$ cat src/rtl/cfgsrc_pkg.sv
package cfgsrc_pkg;
    typedef enum logic [2:0] {
        ST_HOLD,
        ST_STREAM,
        ST_TAIL,
        ST_IDLE,
        ST_ABORT
    } src_state_e;
endpackage

$ cat src/rtl/cfgsrc_clkgen.sv
module cfgsrc_clkgen #(
    parameter int HALF_CYCLES = 2
) (
    input  logic clk_i,
    input  logic rst_ni,
    input  logic run_i,
    output logic clk_o,
    output logic rise_o,
    output logic fall_o
);
    localparam int PW = (HALF_CYCLES > 1) ? $clog2(HALF_CYCLES) : 1;

    typedef struct packed {
        logic [PW-1:0] ph;
        logic          lvl;
    } gen_t;

    gen_t gen_d, gen_q;
    logic ph_last;

    assign ph_last = (gen_q.ph == PW'(HALF_CYCLES - 1));

    always_comb begin
        gen_d  = gen_q;
        rise_o = 1'b0;
        fall_o = 1'b0;
        if (!run_i) begin
            gen_d.ph  = '0;
            gen_d.lvl = 1'b0;
        end else if (ph_last) begin
            gen_d.ph  = '0;
            gen_d.lvl = !gen_q.lvl;
            rise_o    = !gen_q.lvl;
            fall_o    = gen_q.lvl;
        end else begin
            gen_d.ph = gen_q.ph + PW'(1);
        end
    end

    always_ff @(posedge clk_i or negedge rst_ni) begin
        if (!rst_ni) gen_q <= '0;
        else         gen_q <= gen_d;
    end

    assign clk_o = gen_q.lvl;

    // a level change while running happens only at the end of a phase
    a_r2_phase_len: assert property (@(posedge clk_i) disable iff (!rst_ni)
        ($past(run_i) && (gen_q.lvl != $past(gen_q.lvl)))
            |-> ($past(gen_q.ph) == PW'(HALF_CYCLES - 1)));
endmodule

$ cat src/rtl/cfgsrc_edge_sync.sv
module cfgsrc_edge_sync #(
    parameter int SYNC_STAGES = 2
) (
    input  logic clk_i,
    input  logic rst_ni,
    input  logic async_i,
    output logic rise_o
);
    typedef struct packed {
        logic [SYNC_STAGES:0] sh;
    } sync_t;

    sync_t sy_d, sy_q;

    always_comb begin
        sy_d    = sy_q;
        sy_d.sh = {sy_q.sh[SYNC_STAGES-1:0], async_i};
    end

    always_ff @(posedge clk_i or negedge rst_ni) begin
        if (!rst_ni) sy_q <= '0;
        else         sy_q <= sy_d;
    end

    assign rise_o = sy_q.sh[SYNC_STAGES-1] & ~sy_q.sh[SYNC_STAGES];
endmodule

$ cat src/rtl/cfgsrc_bitcnt.sv
module cfgsrc_bitcnt #(
    parameter int DEPTH = 1024,
    localparam int AW = (DEPTH > 1) ? $clog2(DEPTH) : 1
) (
    input  logic          clk_i,
    input  logic          rst_ni,
    input  logic          clr_i,
    input  logic          step_i,
    output logic [AW-1:0] addr_o,
    output logic          done_o
);
    typedef struct packed {
        logic [AW-1:0] addr;
        logic          done;
    } cnt_t;

    cnt_t cnt_d, cnt_q;

    always_comb begin
        cnt_d = cnt_q;
        if (clr_i) begin
            cnt_d = '0;
        end else if (step_i && !cnt_q.done) begin
            if (cnt_q.addr == AW'(DEPTH - 1)) cnt_d.done = 1'b1;
            else                              cnt_d.addr = cnt_q.addr + AW'(1);
        end
    end

    always_ff @(posedge clk_i or negedge rst_ni) begin
        if (!rst_ni) cnt_q <= '0;
        else         cnt_q <= cnt_d;
    end

    assign addr_o = cnt_q.addr;
    assign done_o = cnt_q.done;

    // exhaustion holds until the counter is cleared
    a_r4_done_sticky: assert property (@(posedge clk_i) disable iff (!rst_ni)
        (cnt_q.done && !clr_i) |=> cnt_q.done);
    // a step before exhaustion moves to the next address or ends the store
    a_r3_step_moves: assert property (@(posedge clk_i) disable iff (!rst_ni)
        (step_i && !clr_i && !cnt_q.done) |=> (cnt_q.done || (cnt_q.addr != $past(cnt_q.addr))));
endmodule

$ cat src/rtl/cfg_chain_head.sv
module cfg_chain_head #(
    parameter int DEPTH       = 1024,
    parameter int HALF_CYCLES = 2,
    parameter int TAIL_CLKS   = 16,
    parameter int SYNC_STAGES = 2,
    localparam int AW = (DEPTH > 1) ? $clog2(DEPTH) : 1
) (
    input  logic          clk_i,
    input  logic          rst_ni,
    input  logic          oe_i,
    input  logic          cs_n_i,
    input  logic          cfg_clk_i,
    output logic          cfg_clk_o,
    output logic          cfg_clk_oe_o,
    output logic [AW-1:0] rd_addr_o,
    input  logic          rd_bit_i,
    output logic          data_o,
    output logic          data_oe_o,
    output logic          casc_n_o,
    output logic          err_pull_o
);
    import cfgsrc_pkg::*;

    localparam int TW = $clog2(TAIL_CLKS + 1);

    typedef struct packed {
        src_state_e     st;
        logic           head;
        logic [TW-1:0]  tail_cnt;
    } ctl_t;

    ctl_t ctl_d, ctl_q;
    logic gen_run, gen_rise, gen_fall, ext_rise, step, clr, done;

    assign gen_run = ctl_q.head && oe_i &&
                     ((ctl_q.st == ST_STREAM) || (ctl_q.st == ST_TAIL));

    cfgsrc_clkgen #(.HALF_CYCLES(HALF_CYCLES)) u_gen (
        .clk_i  (clk_i),
        .rst_ni (rst_ni),
        .run_i  (gen_run),
        .clk_o  (cfg_clk_o),
        .rise_o (gen_rise),
        .fall_o (gen_fall)
    );

    cfgsrc_edge_sync #(.SYNC_STAGES(SYNC_STAGES)) u_sync (
        .clk_i   (clk_i),
        .rst_ni  (rst_ni),
        .async_i (cfg_clk_i),
        .rise_o  (ext_rise)
    );

    assign clr  = (ctl_q.st == ST_HOLD);
    assign step = (ctl_q.st == ST_STREAM) && oe_i &&
                  (ctl_q.head ? gen_rise : (ext_rise && !cs_n_i));

    cfgsrc_bitcnt #(.DEPTH(DEPTH)) u_cnt (
        .clk_i  (clk_i),
        .rst_ni (rst_ni),
        .clr_i  (clr),
        .step_i (step),
        .addr_o (rd_addr_o),
        .done_o (done)
    );

    always_comb begin
        ctl_d = ctl_q;
        if (!oe_i) begin
            ctl_d.st       = ST_HOLD;
            ctl_d.head     = !cs_n_i;
            ctl_d.tail_cnt = '0;
        end else begin
            unique case (ctl_q.st)
                ST_HOLD: ctl_d.st = ST_STREAM;
                ST_STREAM: begin
                    if (ctl_q.head && cs_n_i) begin
                        if (done) begin
                            ctl_d.st       = ST_TAIL;
                            ctl_d.tail_cnt = gen_rise ? TW'(1) : '0;
                        end else begin
                            ctl_d.st = ST_ABORT;
                        end
                    end
                end
                ST_TAIL: begin
                    if (gen_rise) ctl_d.tail_cnt = ctl_q.tail_cnt + TW'(1);
                    if (gen_fall && (ctl_q.tail_cnt == TW'(TAIL_CLKS)))
                        ctl_d.st = ST_IDLE;
                end
                default: ;
            endcase
        end
    end

    always_ff @(posedge clk_i or negedge rst_ni) begin
        if (!rst_ni) ctl_q <= '{st: ST_HOLD, head: 1'b0, tail_cnt: '0};
        else         ctl_q <= ctl_d;
    end

    assign cfg_clk_oe_o = ctl_q.head;
    assign data_oe_o    = oe_i && (ctl_q.st == ST_STREAM) && !cs_n_i && !done;
    assign data_o       = data_oe_o ? rd_bit_i : 1'b0;
    assign casc_n_o     = !(oe_i && done && (ctl_q.st != ST_HOLD));
    assign err_pull_o   = (ctl_q.st == ST_ABORT);

    // output-enable low quiets every output on the next cycle
    a_r7_oe_quiet: assert property (@(posedge clk_i) disable iff (!rst_ni)
        !oe_i |=> (!cfg_clk_o && !data_oe_o && casc_n_o && !err_pull_o));
    // after an abort the clock and the data stay silent
    a_r6_abort_silent: assert property (@(posedge clk_i) disable iff (!rst_ni)
        (ctl_q.st == ST_ABORT) |=> (!cfg_clk_o && !data_oe_o));
    // idle keeps the clock parked low
    a_r5_idle_low: assert property (@(posedge clk_i) disable iff (!rst_ni)
        (ctl_q.st == ST_IDLE) |=> !cfg_clk_o);
    // the burst counter never passes its limit
    a_r5_tail_bound: assert property (@(posedge clk_i) disable iff (!rst_ni)
        ctl_q.tail_cnt <= TW'(TAIL_CLKS));
    // cascade handoff never overlaps own data drive
    a_r4_casc_no_drive: assert property (@(posedge clk_i) disable iff (!rst_ni)
        !casc_n_o |-> !data_oe_o);
    // a downstream member leaves the clock low
    a_r1_follower_no_clock: assert property (@(posedge clk_i) disable iff (!rst_ni)
        !cfg_clk_oe_o |-> !cfg_clk_o);
endmodule

$ cat config.mk
export PLATFORM = sky130hd
export DESIGN_NAME = cfg_chain_head
export DESIGN_NICKNAME = d
export VERILOG_FILES = /design/src/rtl/cfgsrc_pkg.sv /design/src/rtl/cfgsrc_clkgen.sv /design/src/rtl/cfgsrc_edge_sync.sv /design/src/rtl/cfgsrc_bitcnt.sv /design/src/rtl/cfg_chain_head.sv
export SDC_FILE = /design/constraint.sdc
export NUM_CORES = 1
export LEC_CHECK = 0
export BUFFER_PORTS_ARGS = -buffer_cell sky130_fd_sc_hd__clkbuf_2
export CAP_MARGIN = 20
export CORE_ASPECT_RATIO = 1.4
export CORE_MARGIN = 4
export CORE_UTILIZATION = 47
export DETAILED_ROUTE_END_ITERATION = 10
export PLACE_DENSITY = 0.66
export SLEW_MARGIN = 20
export SYNTH_ARGS = -nofsm -noshare
export SYNTH_HDL_FRONTEND = slang
export SYNTH_HIERARCHICAL = 1
export SYNTH_SLANG_ARGS = --single-unit
$ cat constraint.sdc
create_clock -name clk_i -period 3.13 [get_ports clk_i]
set_clock_uncertainty 0.05 [all_clocks]
set_input_delay 0.313 -clock clk_i [delete_from_list [all_inputs] [get_ports clk_i]]
set_output_delay 0.313 -clock clk_i [all_outputs]
set_load 0.01 [all_outputs]
; After elaboration in Yosys (flattened, before gate mapping)
; Index checks and enable logic that the tools add are counted.
[op_classes]
bitwise = 2
n_eq_ne = 13
muxes = 24
add_sub_neg = 3
n_reduce_logical = 25
[op_table]
columns = operator, n
row1 = 11-bit two-way mux, 2
row2 = 5-bit two-way mux, 4
row3 = 1-bit logical AND, 12
row4 = 3-bit two-way mux, 4
row5 = 10-bit by 1-bit adder with 10-bit output (second input constant), 1
row6 = 10-bit equality test (second input constant), 1
row7 = 1-bit two-way mux, 10
row8 = 10-bit two-way mux, 1
row9 = 5-bit case mux with 2 select lines, 1
row10 = 3-bit by 2-bit != test with 1-bit output (second input constant), 3
row11 = 3-bit case mux with 3 select lines, 1
row12 = 5-bit by 1-bit adder with 5-bit output (second input constant), 1
row13 = 5-bit equality test (second input constant), 1
row14 = 1-bit logical NOT, 4
row15 = 2-bit != test (second input constant), 2
row16 = 4-bit by 1-bit != test with 1-bit output (second input constant), 1
row17 = 2-bit AND reduction, 2
row18 = 4-bit AND reduction, 1
row19 = 2-bit nonzero test, 2
row20 = 3-bit by 1-bit equality test with 1-bit output (second input constant), 1
row21 = 3-bit by 2-bit equality test with 1-bit output (second input constant), 1
row22 = 3-bit equality test (second input constant), 1
row23 = 3-bit logical NOT, 1
row24 = 3-bit by 1-bit != test with 1-bit output (second input constant), 1
row25 = other kinds (8), 8
[word_totals]
reg_bits = 25
output_inout_bits = 16
inputBits = 6
elab_cells = 75

; Depth between registers and ports, before layout
[logic_depth]
ltp_word = 9
mapped_depth = 12
depth_no_buf = 11

; Hierarchy
; The synthesis kept the hierarchy.
[by_module_without_submodules]
columns = module, instances, seq_area_each_um2, area_per_inst_um2, cells_per_inst
row1 = cfgsrc_bitcnt, 1, 275.3, 651.9, 62
row2 = cfg_chain_head, 1, 225.2, 626.9, 66
row3 = cfgsrc_clkgen, 1, 50.0, 88.8, 8
row4 = cfgsrc_edge_sync, 1, 75.1, 88.8, 4

; Worst setup path after synthesis
; OpenSTA, ideal clock, no wires.
[synth_path]
path_type = reg2reg
start = reg ctl_q[8] in the netlist's numbering
end = reg u_cnt.cnt_q (netlist bit u_cnt/addr_o[7])
path_buffers = 1
setup_slack_ns = 0.602
stages_incl_launch_ff = 13
t_arrival_ns = 2.400
synth_period_minus_slack_ns = 2.528
t_required_ns = 3.002
setup_time_ns = 0.078
path_cell_list = dfrtp_1 > clkbuf_1 > nor2b_1 > nand2_1 > a21oi_1 > nand2_1 > nor2_1 > a22oi_1 > nor3_1 > nor2b_4 > o31ai_4 > or4_1 > a21oi_1
[synth_between]
elab_chain_len = 9
elab_cells_between_ends = 14
cone_classes = eq/ne: 3 / mux: 3 / reduce/logical: 8
[synth_rtl]
columns = item, line
row1 = start: declaration, cfg_chain_head.sv:32  ; ctl_t ctl_d, ctl_q;
row2 = start signal: assignment, cfg_chain_head.sv:97  ; if (!rst_ni) ctl_q <= '{st: ST_HOLD, head: 1'b0, tail_cnt: '0};
row3 = start signal: assignment, cfg_chain_head.sv:98  ; else ctl_q <= ctl_d;
row4 = 3-bit by 1-bit equality test with 1-bit output or 3-bit by 2-bit equality test with 1-bit output (tied branches), cfg_chain_head.sv:36  ; ((ctl_q.st == ST_STREAM) || (ctl_q.st == ST_TAIL));
row5 = 1-bit logical OR *, cfg_chain_head.sv:36
row6 = 1-bit logical AND *, cfg_chain_head.sv:35  ; assign gen_run = ctl_q.head && oe_i &&
row7 = net gen_run, cfg_chain_head.sv:33  ; logic gen_run, gen_rise, gen_fall, ext_rise, step, clr, done;
row8 = 1-bit two-way mux *, cfgsrc_clkgen.sv:27  ; if (!run_i) begin
row9 = net gen_rise, cfg_chain_head.sv:33
row10 = 1-bit two-way mux *, cfg_chain_head.sv:56  ; (ctl_q.head ? gen_rise : (ext_rise && !cs_n_i));
row11 = 1-bit logical AND *, cfg_chain_head.sv:55  ; assign step = (ctl_q.st == ST_STREAM) && oe_i &&
row12 = net step, cfg_chain_head.sv:33
row13 = 1-bit logical AND *, cfgsrc_bitcnt.sv:23  ; end else if (step_i && !cnt_q.done) begin
row14 = 2-bit nonzero test (no source line) *, n/a
row15 = 2-bit AND reduction (no source line) *, n/a
row16 = end signal: assignment, cfgsrc_bitcnt.sv:31  ; else cnt_q <= cnt_d;
row17 = end: declaration, cfgsrc_bitcnt.sv:17  ; cnt_t cnt_d, cnt_q;
; The timed path passes the listed nets; every way through them passes the cells marked *.
; A chain may end at the register's enable or synchronous reset.

; Worst setup path after layout
; Ends and elaborated chain as after synthesis.

==> results.py <==
metrics = {
    "die": {
        "initial_core_util_pct": 50.1,
        "die_area_um2": 4070,
        "fp.dieW_um": 55.0,
        "rows": 23,
        "coreArea_um2": 2910,
        "die_h_um": 73.9,
        "io_pins": 22,
    },
    "clock_network": {
        "cts.repair.resized": 0,
        "cts.path.max_buffers": 2,
        "cts_hold_buf": 0,
        "ctsRootBufferMaster": "clkbuf_8",
        "clock-sinks": 25,
        "postCtsSetupBuffers": 0,
        "clk_latency_ns": 0.26,
        "htree_levels": 1,
        "path_clk_slew_ns": 0.08,
        "cts_made_buffers": 3,
        "cts_tree": "yes",
    },
    "timing": {
        "slew_headroom_pct": 58.6,
        "setup_slack_ns": 0.351,
        "hold_viol_final": 1,
        "maxSlewViolCount": 0,
        "setup_violations": 0,
        "period_needed_ns": 2.78,
        "hold_ws_ns": -0.00168,
        "rsz0062_at_grt": "no",
        "max_freq_mhz": 360,
        "tightest_slew_ns": 0.622,
        "tns_ns": 0,
        "period_share_pct": 88.8,
    },
    "routing": {
        "vias_per_cell": 5.75,
        "wirelength_um": 2840,
        "drt_iter0_drc": 15,
        "ant_nets": 0,
        "wl_per_cell_um": 14.2,
        "vias": 1145,
        "drc": 0,
        "drt_pass1_iterations": 4,
    },
    "worst_hold_path": {
        "hp-class": "input pin to asynchronous set/reset pin",
    },
    "worst_setup_path": {
        "rr_startpoint": "ctl_q[8]",
        "arrival_ns": 2.92,
        "cp.required_ns": 3.27,
        "worstSetupStartpointType": "register",
        "r2r_end": "u_cnt/addr_o[7]",
        "r2r_cells": 11,
        "critical_path_class": "register to register",
        "critical_path.endpoint_type": "register",
        "reg2reg_slack_ns": 0.35,
        "crit_fanout": 11,
    },
    "grt": {
        "grt_usage_pct": 16.6,
        "grt_pass1_vias": 1091,
        "grt_start_max_net_pins": 26,
        "grt-ovfl-total": 0,
        "grt_pass1_wl_um": 4930,
        "antenna_found_initial": 0,
    },
    "outcome": {
        "status": "finished with violations",
        "violations": "negative hold slack",
    },
    "placed_design": {
        "hpwl_um": 2250,
        "port_buffers": 21,
        "place_ws_ns": 0.389,
        "placed_area_um2": 1590,
        "gp_congestion": 0.870,
    },
    "power": {
        "vdd_drop_max_mv": 0.306,
        "p_sw_mw": 0.130,
        "p_comb_share_pct": 7.9,
        "p_per_area_nw_per_um2": 346,
        "swShare_pct": 22.9,
        "pwr-share-clk_pct": 32.6,
        "leakage_nw": 0.707,
        "pwr-share-seq_pct": 59.5,
        "finalPower_mw": 0.567,
        "p_int_mw": 0.437,
    },
    "synth": {
        "synth_nets": 149,
        "ys_seq_elements": 25,
        "dominantRegCellSynth": "dfrtp_1",
        "avgSynthCellArea_um2": 10.4,
        "ys_seq_area_share_pct": 43.0,
        "synth_cell_type_count": 50,
        "async_flop_share_pct": 100,
        "synth_cells": 140,
        "yosysWarnings": 6,
        "syn_area_um2": 1460,
        "synth_edf_count": 0,
    },
    "finish": {
        "layout-area-overhead-vs-synth_pct": 12.4,
        "nets": 172,
        "nFillCells": 259,
        "antenna_cells": 0,
        "stdcell_area_um2": 1640,
        "final_common_cell": "dfrtp_1",
        "drive_gt1_share_pct": 26.5,
        "layout_common_cells": "dfrtp_1 (25), clkbuf_2 (21), nor2_1 (11), nand2_1 (10), a21oi_1 (6)",
    },
    "job": {
        "maxCapViolCount": 0,
    },
}
-- synthesized netlist by cell type (all sizes together) (3+ instances only) --
cell type  instances  area, um2
nand4              3       18.8
nand2b             5       38.8
nor2              12       47.6
nor2b              5       46.3
o31ai              4       43.8
and3               3       20.0
nor3               5       30.0
inv                5       18.8
o21ai              4       20.0
o211ai             3       27.5
dfrtp             25        626
a21oi              6       30.0
ha                 3       37.5
a31oi              4       25.0
or3                3       18.8
xor2               3       26.3
nand2             10       37.5
buf                3       23.8
nand3              5       47.6
mux2i              3       30.0
-- flip-flops by register name (all words and copies together), names as in the netlist --
name / cells
cfg_clk_oe_o: 1
ctl_q: 8
u_cnt/addr_o: 10
u_cnt/done_o: 1
u_gen/clk_o: 1
u_gen/ph_last: 1
u_sync/sy_q: 3
-- through the flow --
step                      cells  utilization, %
after floorplan             140               -
after global placement      195            54.8
after detailed placement    195            54.8
after CTS                   199            56.3
after global routing        199            56.3
final                       199            56.3
-- logic make-up after synthesis --
group	synth area share, %
fa+ha+maj	2.58
flops	43.0
mux	3.87
buf+inv	3.44
xor+xnor	1.80
compound gates	14.1
simple gates	31.3
-- routing by layer --
metal / part of all wire, % / routed length [um] / global-route usage (%) / vias up
met5: 0 / 0 / 0 / -
met4: 0.95 / 27 / 4.86 / 0
met3: 3.7 / 105 / 2.03 / 4
met2: 55 / 1560 / 30.7 / 22
met1: 40 / 1150 / 19.0 / 559
li1: - / - / - / 560
-- area by class of cell --
| class | instances | area (um2) | area share, % |
|---|---|---|---|
| Multi-Input combinational cell | 105 | 781 | 47.7 |
| Sequential cell | 25 | 626 | 38.2 |
| Timing Repair Buffer | 23 | 120 | 7.34 |
| Tap cell | 37 | 46.3 | 2.83 |
| Clock buffer | 4 | 45.0 | 2.75 |
| Inverter | 5 | 18.8 | 1.15 |
-- worst max-delay path by stage --
stage | endpoint | startpoint | slack [ns]
after global placement | u_cnt/addr_o[9] | ctl_q[7] | 0.51
after floorplan | u_cnt/addr_o[7] | ctl_q[8] | 0.60
after detailed placement | u_cnt/addr_o[7] | ctl_q[8] | 0.39
after CTS | u_cnt/addr_o[7] | ctl_q[8] | 0.38
final | u_cnt/addr_o[7] | ctl_q[8] | 0.35
after global routing | u_cnt/addr_o[9] | ctl_q[8] | 0.11
-- power groups by stage --
stage	combinational, mW	sequential (mW)	clock [mW]
2_1_floorplan	0.0301	0.340	0
3_3_place_gp	0.0457	0.343	0
3_5_place_dp	0.0461	0.343	0
4_1_cts	0.0464	0.337	0.193
5_1_grt	0.0506	0.339	0.213
6_report	0.0450	0.337	0.185
-- critical path, stage by stage, from the launching register on --
cell     delay (ns)
dfrtp_1        0.47
nor2b_1        0.22
nand2_1        0.07
a21oi_1        0.21
nand2_1        0.08
nor2_1         0.21
a22oi_1        0.13
nor3_1         0.20
nor2b_4        0.28
o31ai_4        0.14
or4_1          0.49
a21oi_1        0.15
Power figures use the tool's default switching activity.
